File: config.mk
export PLATFORM = sky130hd
export DESIGN_NAME = deci_fir
export DESIGN_NICKNAME = d
export VERILOG_FILES = /design/src/rtl/deci_fir_pkg.sv /design/src/rtl/dfir_ram.sv /design/src/rtl/dfir_seq.sv /design/src/rtl/dfir_mac.sv /design/src/rtl/deci_fir.sv
export SDC_FILE = /design/constraint.sdc
export NUM_CORES = 2
export LEC_CHECK = 0
export ABC_AREA = 1
export BUFFER_PORTS_ARGS = -buffer_cell sky130_fd_sc_hd__buf_2
export CAP_MARGIN = 40
export CORE_ASPECT_RATIO = 0.7
export CORE_UTILIZATION = 60
export CTS_BUF_LIST = sky130_fd_sc_hd__clkbuf_4
export DETAILED_ROUTE_END_ITERATION = 16
export HOLD_SLACK_MARGIN = 0.1
export PLACE_DENSITY = 0.78
export REMOVE_ABC_BUFFERS = 1
export SETUP_SLACK_MARGIN = 0.2
export SKIP_CTS_REPAIR_TIMING = 1
export SLEW_MARGIN = 20
export SYNTH_ARGS = -nofsm -noshare
export SYNTH_HDL_FRONTEND = slang
export SYNTH_SLANG_ARGS = --single-unit
File: constraint.sdc
create_clock -name clk -period 8.8 [get_ports clk]
set_input_delay 1.32 -clock clk [delete_from_list [all_inputs] [get_ports clk]]
set_output_delay 1.32 -clock clk [all_outputs]
set_load 0.005 [all_outputs]
File: src/rtl/deci_fir_pkg.sv
package deci_fir_pkg;
  typedef enum logic [1:0] {
    MODE_QUAD = 2'd0,
    MODE_REAL = 2'd1,
    MODE_FILT = 2'd2,
    MODE_FILT_ALT = 2'd3
  } fir_mode_e;
endpackage

File: src/rtl/dfir_ram.sv
module dfir_ram #(
  parameter int W     = 16,
  parameter int DEPTH = 32,
  parameter int AW    = 5
) (
  input  logic          clk,
  input  logic          we,
  input  logic [AW-1:0] waddr,
  input  logic [W-1:0]  wdata,
  input  logic          re,
  input  logic [AW-1:0] raddr,
  output logic [W-1:0]  rdata
);
  logic [W-1:0] mem [DEPTH];

  always_ff @(posedge clk) begin
    if (we) mem[waddr] <= wdata;
    if (re) rdata <= mem[raddr];
  end
endmodule

File: src/rtl/dfir_seq.sv
module dfir_seq #(
  parameter int TAPS = 32,
  parameter int AW   = 5
) (
  input  logic          clk,
  input  logic          rst,
  input  logic          in_valid,
  input  logic          dec_four,
  output logic [AW-1:0] wr_addr,
  output logic [AW-1:0] rd_addr,
  output logic [AW-1:0] tap_addr,
  output logic          rd_en,
  output logic          acc_en,
  output logic          acc_first,
  output logic          acc_last,
  output logic          acc_keep
);
  localparam logic [AW-1:0] LAST_TAP = AW'(TAPS - 1);
  localparam logic [AW-1:0] TAPS_A   = AW'(TAPS);
  localparam logic [AW:0]   FULL     = (AW+1)'(TAPS);

  logic [1:0]    phase, phase_end;
  logic [AW-1:0] wr_ptr, newest, tap;
  logic [AW:0]   fill, fill_nx, fill_snap;
  logic          running;

  assign phase_end = dec_four ? 2'd3 : 2'd1;
  assign fill_nx   = (fill == FULL) ? fill : fill + 1'b1;
  assign wr_addr   = wr_ptr;
  assign tap_addr  = tap;
  assign rd_en     = running;
  assign rd_addr   = (newest >= tap) ? (newest - tap) : (newest + TAPS_A - tap);

  always_ff @(posedge clk) begin
    if (rst) begin
      phase     <= '0;
      wr_ptr    <= '0;
      newest    <= '0;
      fill      <= '0;
      fill_snap <= '0;
      tap       <= '0;
      running   <= 1'b0;
      acc_en    <= 1'b0;
      acc_first <= 1'b0;
      acc_last  <= 1'b0;
      acc_keep  <= 1'b0;
    end else begin
      acc_en    <= running;
      acc_first <= running && (tap == '0);
      acc_last  <= running && (tap == LAST_TAP);
      acc_keep  <= running && ({1'b0, tap} < fill_snap);
      if (running) begin
        tap <= tap + 1'b1;
        if (tap == LAST_TAP) running <= 1'b0;
      end
      if (in_valid) begin
        wr_ptr <= (wr_ptr == LAST_TAP) ? '0 : wr_ptr + 1'b1;
        newest <= wr_ptr;
        fill   <= fill_nx;
        phase  <= (phase == phase_end) ? 2'd0 : phase + 2'd1;
        if (phase == phase_end) begin
          running   <= 1'b1;
          tap       <= '0;
          fill_snap <= fill_nx;
        end
      end
    end
  end

  AST_NO_OVERRUN: assert property (@(posedge clk) disable iff (rst)
    in_valid |-> !(running || acc_en));
  AST_LOOP_STARTS_AT_TAP0: assert property (@(posedge clk) disable iff (rst)
    $rose(acc_en) |-> acc_first);
endmodule

File: src/rtl/dfir_mac.sv
module dfir_mac #(
  parameter int DW = 16,
  parameter int CW = 22,
  parameter int OW = 38,
  parameter int GW = 44
) (
  input  logic                 clk,
  input  logic                 rst,
  input  logic                 en_path,
  input  logic                 acc_en,
  input  logic                 acc_first,
  input  logic                 acc_last,
  input  logic                 acc_keep,
  input  logic signed [DW-1:0] sample,
  input  logic signed [CW-1:0] coef,
  output logic signed [OW-1:0] out_data,
  output logic                 out_valid
);
  localparam int PW = DW + CW;
  localparam logic signed [GW-1:0] MAXV = {{(GW-OW+1){1'b0}}, {(OW-1){1'b1}}};
  localparam logic signed [GW-1:0] MINV = {{(GW-OW+1){1'b1}}, {(OW-1){1'b0}}};

  logic signed [PW-1:0] prod;
  logic signed [GW-1:0] acc, term, sum;
  logic signed [OW-1:0] sat;

  assign prod = sample * coef;
  assign term = acc_keep ? {{(GW-PW){prod[PW-1]}}, prod} : '0;
  assign sum  = (acc_first ? '0 : acc) + term;

  always_comb begin
    if (sum > MAXV)      sat = MAXV[OW-1:0];
    else if (sum < MINV) sat = MINV[OW-1:0];
    else                 sat = sum[OW-1:0];
  end

  always_ff @(posedge clk) begin
    if (rst || !en_path) begin
      acc       <= '0;
      out_data  <= '0;
      out_valid <= 1'b0;
    end else begin
      out_valid <= 1'b0;
      if (acc_en) begin
        acc <= sum;
        if (acc_last) begin
          out_data  <= sat;
          out_valid <= 1'b1;
        end
      end
    end
  end

  AST_VALID_PULSE: assert property (@(posedge clk) disable iff (rst)
    out_valid |=> !out_valid);
endmodule

File: src/rtl/deci_fir.sv
module deci_fir
  import deci_fir_pkg::*;
#(
  parameter int DW   = 16,
  parameter int CW   = 22,
  parameter int OW   = 38,
  parameter int TAPS = 32,
  localparam int AW  = (TAPS > 1) ? $clog2(TAPS) : 1
) (
  input  logic          clk,
  input  logic          rst,
  input  logic [1:0]    mode,
  input  logic          coef_we,
  input  logic [AW-1:0] coef_addr,
  input  logic [CW-1:0] coef_data,
  input  logic          in_valid,
  input  logic [DW-1:0] in_i,
  input  logic [DW-1:0] in_q,
  output logic [OW-1:0] out_i,
  output logic          out_i_valid,
  output logic [OW-1:0] out_q,
  output logic          out_q_valid
);
  localparam int GW = DW + CW + AW + 1;

  fir_mode_e     mode_e;
  logic          dec_four, q_en;
  logic [AW-1:0] wr_addr, rd_addr, tap_addr;
  logic          rd_en, acc_en, acc_first, acc_last, acc_keep;
  logic [CW-1:0] coef_rd;
  logic [OW-1:0] path_out [2];
  logic          path_vld [2];

  assign mode_e   = fir_mode_e'(mode);
  assign dec_four = (mode_e != MODE_REAL);
  assign q_en     = (mode_e == MODE_QUAD);

  dfir_seq #(.TAPS(TAPS), .AW(AW)) u_seq (
    .clk(clk), .rst(rst), .in_valid(in_valid), .dec_four(dec_four),
    .wr_addr(wr_addr), .rd_addr(rd_addr), .tap_addr(tap_addr), .rd_en(rd_en),
    .acc_en(acc_en), .acc_first(acc_first), .acc_last(acc_last), .acc_keep(acc_keep)
  );

  dfir_ram #(.W(CW), .DEPTH(TAPS), .AW(AW)) u_coef (
    .clk(clk), .we(coef_we), .waddr(coef_addr), .wdata(coef_data),
    .re(rd_en), .raddr(tap_addr), .rdata(coef_rd)
  );

  for (genvar p = 0; p < 2; p++) begin : g_path
    logic [DW-1:0] hist_rd;
    logic          path_en;
    assign path_en = (p == 0) ? 1'b1 : q_en;

    dfir_ram #(.W(DW), .DEPTH(TAPS), .AW(AW)) u_hist (
      .clk(clk), .we(in_valid), .waddr(wr_addr), .wdata((p == 0) ? in_i : in_q),
      .re(rd_en), .raddr(rd_addr), .rdata(hist_rd)
    );

    dfir_mac #(.DW(DW), .CW(CW), .OW(OW), .GW(GW)) u_mac (
      .clk(clk), .rst(rst), .en_path(path_en), .acc_en(acc_en),
      .acc_first(acc_first), .acc_last(acc_last), .acc_keep(acc_keep),
      .sample(hist_rd), .coef(coef_rd),
      .out_data(path_out[p]), .out_valid(path_vld[p])
    );
  end

  assign out_i       = path_out[0];
  assign out_i_valid = path_vld[0];
  assign out_q       = path_out[1];
  assign out_q_valid = path_vld[1];

  AST_IQ_TOGETHER: assert property (@(posedge clk) disable iff (rst)
    (mode_e == MODE_QUAD) |-> (out_i_valid == out_q_valid));
  AST_Q_SILENT: assert property (@(posedge clk) disable iff (rst)
    (mode_e != MODE_QUAD) |-> (!out_q_valid && out_q == '0));
endmodule

======== Word-level counts from Yosys, hierarchy flattened ========
Memory sizes are Yosys's and may differ from the RTL's. A register that Yosys moved wholly into a read port is not among the register bits.
Cells that the tools add are included.
operators by class
  magnitude comparators ................... 5
  eq/ne operators ......................... 5
  reductions and logical operators ........ 9
  muxes and demuxes ....................... 25
  $mul .................................... 2
  add/sub/neg operators ................... 7
operator list
  kind                                                                      number
  44-bit two-way mux                                                        4
  38-bit two-way mux                                                        4
  44-bit adder                                                              2
  44-bit by 38-bit > comparator with 1-bit output (second input constant)   2
  44-bit by 38-bit < comparator with 1-bit output (second input constant)   2
  16-bit by 22-bit multiplier with 38-bit output                            2
  5-bit two-way mux                                                         4
  5-bit by 1-bit adder with 5-bit output (second input constant)            2
  5-bit == test (second input constant)                                     2
  1-bit two-way mux                                                         10
  6-bit by 1-bit adder with 6-bit output (second input constant)            1
  6-bit == test (second input constant)                                     1
  5-bit by 6-bit < comparator with 1-bit output                             1
  6-bit two-way mux                                                         1
  5-bit zero test                                                           1
  5-bit subtractor                                                          1
  2-bit two-way mux                                                         2
  2-bit AND reduction                                                       2
  1-bit logical AND                                                         3
  2-bit by 1-bit adder with 2-bit output (second input constant)            1
  2-bit == test                                                             1
  2-bit zero test                                                           1
  2-bit by 1-bit inequality test with 1-bit output (second input constant)  1
  1-bit zero test                                                           1
  1-bit logical OR                                                          1
storage, ports and cells
  word-level logic and storage cells ...... 73
  memories ................................ 3
  output and inout bits ................... 78
  bits in writable memories ............... 1,728
  flip-flop bits (word level) ............. 200
  bits of input ports ..................... 65
memories
  name                  depth  bits a word  rd ports  clocked after memory_dff  write ports  line            RTL
  u_coef.mem            32     22           1         1                         1            dfir_ram.sv:14  logic [W-1:0] mem [DEPTH];
  g_path[0].u_hist.mem  32     16           1         1                         1            dfir_ram.sv:14
  g_path[1].u_hist.mem  32     16           1         1                         1            dfir_ram.sv:14

======== Logic depth before layout (Yosys ltp) ========
  depth in word-level cells ............... 6
  gate-level depth with buffers ........... 50
  mapped depth without buffers ............ 48

======== Modules after synthesis ========
A second synthesis with hierarchy kept.
unflattened totals
  cell total of the unflattened synthesis .. 12,158
  area, all modules ....................... 114,561.1 µm²
modules (own cells, without submodules)
  module                           area each (µm²)  seq. area each (µm²)  cells each  times used
  dfir_ram (g_path[0].u_hist ...)  21,461.8         15,855.2              1,794       2
  dfir_ram (u_coef)                29,120.4         21,800.9              2,446       1
  dfir_mac (g_path[1].u_mac)       20,564.7         1,661.6               2,968       1
  dfir_mac (g_path[0].u_mac)       20,206.9         1,661.6               2,935       1
  dfir_seq                         1,730.4          680.7                 217         1
  deci_fir                         15.0             0.0                   4           1

======== Least setup slack after synthesis ========
Ideal clock, no wire load.
  kind .................................... reg-to-reg
  start point ............................. register u_coef.rdata[13] (read register of u_coef.mem)
  end point ............................... register g_path[1].u_mac.out_data[12]
  cell stages (with the launch flop) ...... 45
  path slack .............................. 1.178 ns
  library setup time ...................... 0.119 ns
  path buffers ............................ 3
  arrival time ............................ 7.504 ns
  period minus slack after synthesis ...... 7.622 ns
  cell sequence ........................... edfxtp_1 clkbuf_1 nand2_1 fa_1 inv_1 fa_1 inv_1 fa_1 inv_1 fa_1 inv_1 fa_1 inv_1 fa_1 ha_1 a21oi_1 o21ai_0 a21oi_1 (+9 left out) nor2_1 ha_1 nand2_1 nor2_2 nor3b_2 nand2_1 nor2_1 nand2_1 nand3_1 nand2_1 nand2_1 nor2_1 nand3_1 nand2_2 buf_6 buf_8 a21oi_2 nor2_2
on the way
  longest elaborated chain between the ends .. 6
  elaborated cells between the ends (all ways) .. 7
  those cells by class .................... add/sub: 1; mul: 1; order compare: 2; mux: 3
RTL lines
  item                                              line            RTL
  from (decl)                                       dfir_ram.sv:12  output logic [W-1:0] rdata
  16-bit by 22-bit multiplier with 38-bit output *  dfir_mac.sv:27  assign prod = sample * coef;
  44-bit two-way mux *                              dfir_mac.sv:28  assign term = acc_keep ? {{(GW-PW){prod[PW-1]}}, prod} : '0;
  44-bit adder *                                    dfir_mac.sv:29  assign sum = (acc_first ? '0 : acc) + term;
  44-bit by 38-bit < comparator with 1-bit output   dfir_mac.sv:33  else if (sum < MINV) sat = MINV[OW-1:0];
  38-bit two-way mux                                dfir_mac.sv:33
  38-bit two-way mux *                              dfir_mac.sv:32  if (sum > MAXV) sat = MAXV[OW-1:0];
  to (signal assigned)                              dfir_mac.sv:47  out_data <= sat;
  to (decl)                                         dfir_mac.sv:16  output logic signed [OW-1:0] out_data,
Mark *: on every way between the ends. The rest lies on a longest branch, timed or not.
A chain may end at the register's enable or synchronous reset.

======== Final worst setup path ========
  start point ............................. register u_coef.rdata[8] (read register of u_coef.mem)
  end point ............................... register g_path[1].u_mac.out_data[25]
The elaborated chain is that of the path after synthesis.

==> impl_metrics.env <==
export IMPL_p_int_mw=20.3
export IMPL_clock_sinks=1982
export IMPL_synth_seq_area_share=0.521
export IMPL_drt_pass1_iter_count=9
export IMPL_yosysMostFrequentCell="edfxtp_1"
export IMPL_finalCriticalPeriod_ns=8.43
export IMPL_yosysTopAreaCellShare=0.485
export IMPL_power_frac_comb=0.471
export IMPL_final_util=0.682
export IMPL_fillers=13178
export IMPL_detail_route_antenna_nets=0
export IMPL_cts_root_buffer="clkbuf_4"
export IMPL_die_w_um=515
export IMPL_start_kind="register"
export IMPL_reg2reg_to="g_path[1].u_mac.out_data[25]"
export IMPL_worstHoldPathCells=2
export IMPL_path_class="reg2reg"
export IMPL_worstReg2RegStart="u_coef.rdata[8]"
export IMPL_top_layer="met5"
export IMPL_rows=131
export IMPL_start_util=0.605
export IMPL_synth_cells=10454
export IMPL_nets=11997
export IMPL_cellLeakagePower_nw=52.9
export IMPL_final_layout_size_suffix_gt1_frac=0.156
export IMPL_hpwl_um=194000
export IMPL_fmax_ghz=0.119
export IMPL_synth_seq_cells=1982
export IMPL_yosysUniqueCellTypes=51
export IMPL_p_switching_mw=13.2
export IMPL_vdd_drop_max_mv=0.431
export IMPL_grt_max_degree=235
export IMPL_clock_path_buffers=4
export IMPL_rrSetupSlack_ns=0.37
export IMPL_switching_share=0.394
export IMPL_rsz0062_at_grt="true"
export IMPL_antenna_found_initial=12
export IMPL_yosysWarnings=0
export IMPL_drtIter0Drc=10049
export IMPL_final_max_slew_viol_count=0
export IMPL_gp_congestion=0.963
export IMPL_holdCritStartpoint="g_path[0].u_mac.out_data[37]"
export IMPL_p_seq_frac=0.311
export IMPL_yosysTopAreaCell="edfxtp_1"
export IMPL_portBuffers=142
export IMPL_dp_slack_ns=0.0618
export IMPL_p_clk_frac=0.219
export IMPL_grt_pass1_wl_um=466000
export IMPL_dr_wl_met3_um=39800
export IMPL_syn_area_per_cell_sq_um=10.6
export IMPL_grt_pass1_vias=80287
export IMPL_die_area_sq_um=186000
export IMPL_syn2layout_area_growth_pct=12.7
export IMPL_cts_clk_slew_worst_paths_ns=0.08
export IMPL_worstMarginPinSlew_ns=1.07
export IMPL_hp_class="reg2reg"
export IMPL_clk_latency_ns=1.31
export IMPL_grt_usage=0.329
export IMPL_async_flop_share=0
export IMPL_boundaryPins=143
export IMPL_worst_ep_required_time_ns=9.84
export IMPL_finalSetupViolations=0
export IMPL_htreeDepth=5
export IMPL_finClkSkew_ns=0.156
export IMPL_max_stage_delay_ns=0.56
export IMPL_crit_arrival_ns=9.48
export IMPL_hold_path_endpoint="g_path[0].u_mac.out_data[37]"
export IMPL_drc_errors=0
export IMPL_finalWirelength_um=312000
export IMPL_ys_flop_type="edfxtp_1"
export IMPL_ys_top_cells_by_area="edfxtp_1 (48%), fa_1 (13%), inv_1 (5.4%)"
export IMPL_crit_path_max_fanout=6
export IMPL_finalHoldViolations=0
export IMPL_viasPerCell=5.96
export IMPL_synth_top_cells_by_count="edfxtp_1 (1,782), inv_1 (1,596), nand2_1 (1,484), nor2_1 (1,158), o21ai_0 (872)"
export IMPL_max_cap_violations=0
export IMPL_outcome="complete, no violations"
export IMPL_crit_path_top_delay_cell="fa_1"
export IMPL_cts_tree="done"
export IMPL_cts_buffers_inserted=452
export IMPL_die_y_um=361
export IMPL_fin_crit_sh=0.958
export IMPL_slew_headroom=0.287
export IMPL_crit_path_end_kind="register"
export IMPL_vias=81916
export IMPL_r2r_cells=41
export IMPL_drt_met1_wl_um=125000
export IMPL_syn_area_sq_um=110000
export IMPL_post_drt_wl_per_cell_um=22.7
export IMPL_gr_total_overflow=0
export IMPL_layout_setup_ws_ns=0.366
export IMPL_synth_edf_count=1782
export IMPL_power_per_cell_area_nw_per_um2=269
export IMPL_coreArea_sq_um=182000
export IMPL_wl_met2_um=137000
## through the flow
stage	hold WS [ns]	instances	TNS [ns]	total power, mW	instance area, sq um
floorplan	0.435	9910	-835.33	19.4	108000
global placement	0.454	12800	0	23.2	115000
detailed placement	0.455	12810	0	23.3	115000
CTS	0.396	13596	-0.408	30.6	121000
global route	0.471	13740	0	35.6	124000
finish	0.464	13744	0	33.5	124000
## worst max-delay path: cells and delay by family (launching register included)
family	cells	cell delay, ns
buf+inv	9	1.04
fa+ha+maj	8	3.79
compound gates	7	1.16
simple gates	17	1.72
flops	1	0.50
## cell usage in the layout, fill, tap and decap left out, types with 47 or more instances in the layout
master    instances
nor2_4           65
nand2_1        1438
o21ai_0         841
mux2i_1         256
nand3_1         302
nand2_2          47
buf_4           334
buf_12           57
clkbuf_4        681
a21oi_1         285
dfxtp_1         192
inv_1          1576
o22ai_1         113
edfxtp_1       1782
nor2_1         1016
a21oi_2          55
nand4_1          61
xor2_1           70
clkinv_1         83
buf_2           143
o221ai_1        326
ha_4             50
nor2_2           96
fa_1            682
ha_1            228
## per-layer routing
metal,track usage,vias to the layer above
met3,0.0800,767
li1,-,36388
met5,0,-
met1,0.473,39775
met4,0.116,10
met2,0.491,4976
## kinds of logic after synthesis
kind of cell / share of synthesized area
fa+ha+maj: 0.159
xor+xnor: 0.00928
compound gates: 0.0980
simple gates: 0.115
flops: 0.521
buf+inv: 0.0747
mux: 0.0232
## flip-flops by register name, summed over array words and instances (netlist names)
signal                  cells
u_coef.rdata               22
u_seq.acc_keep              1
g_path.u_mac.out_valid      2
u_seq.tap_addr              5
u_seq.fill_snap             6
u_seq.acc_en                1
u_seq.wr_addr               5
u_seq.acc_first             1
g_path.u_hist.rdata        32
u_seq.phase                 2
g_path.u_mac.acc           88
u_seq.acc_last              1
u_seq.fill                  6
g_path.u_hist.mem        1024
u_coef.mem                704
u_seq.rd_en                 1
g_path.u_mac.out_data      76
u_seq.newest                5
## layout make-up
cell class | count | area (sq um) | share of cell area
Sequential cell | 1982 | 57500 | 0.462
Clock inverter | 105 | 624 | 0.00502
Clock buffer | 681 | 5110 | 0.0411
Inverter | 1615 | 6100 | 0.0490
Timing Repair Buffer | 578 | 5090 | 0.0409
Antenna cell | 8 | 20.0 | 0.000161
Multi-Input combinational cell | 6315 | 46900 | 0.377
Tap cell | 2460 | 3080 | 0.0247
## power groups by stage
| stage | combinational [mW] | sequential (mW) | clock, mW |
|---|---|---|---|
| 6_report | 15.8 | 10.4 | 7.31 |
| 5_1_grt | 17.3 | 10.4 | 7.83 |
| 4_1_cts | 12.8 | 10.4 | 7.38 |
| 3_5_place_dp | 12.7 | 10.6 | 0 |
| 3_3_place_gp | 12.6 | 10.6 | 0 |
| 2_1_floorplan | 8.78 | 10.6 | 0 |
## worst max-delay path by stage
stage / slack, ns / from / endpoint
finish: 0.37 / u_coef.rdata[8] / g_path[1].u_mac.out_data[25]
global route: 0.04 / u_coef.rdata[8] / g_path[1].u_mac.out_data[25]
CTS: -0.04 / u_coef.rdata[18] / g_path[0].u_mac.out_data[19]
detailed placement: 0.06 / g_path[1].u_hist.rdata[12] / g_path[1].u_mac.out_data[11]
global placement: 0.11 / g_path[1].u_hist.rdata[12] / g_path[1].u_mac.out_data[4]
floorplan: -21.51 / u_seq.tap_addr[0] / g_path[0].u_hist.rdata[14]
(Power assumes the default switching activity.)
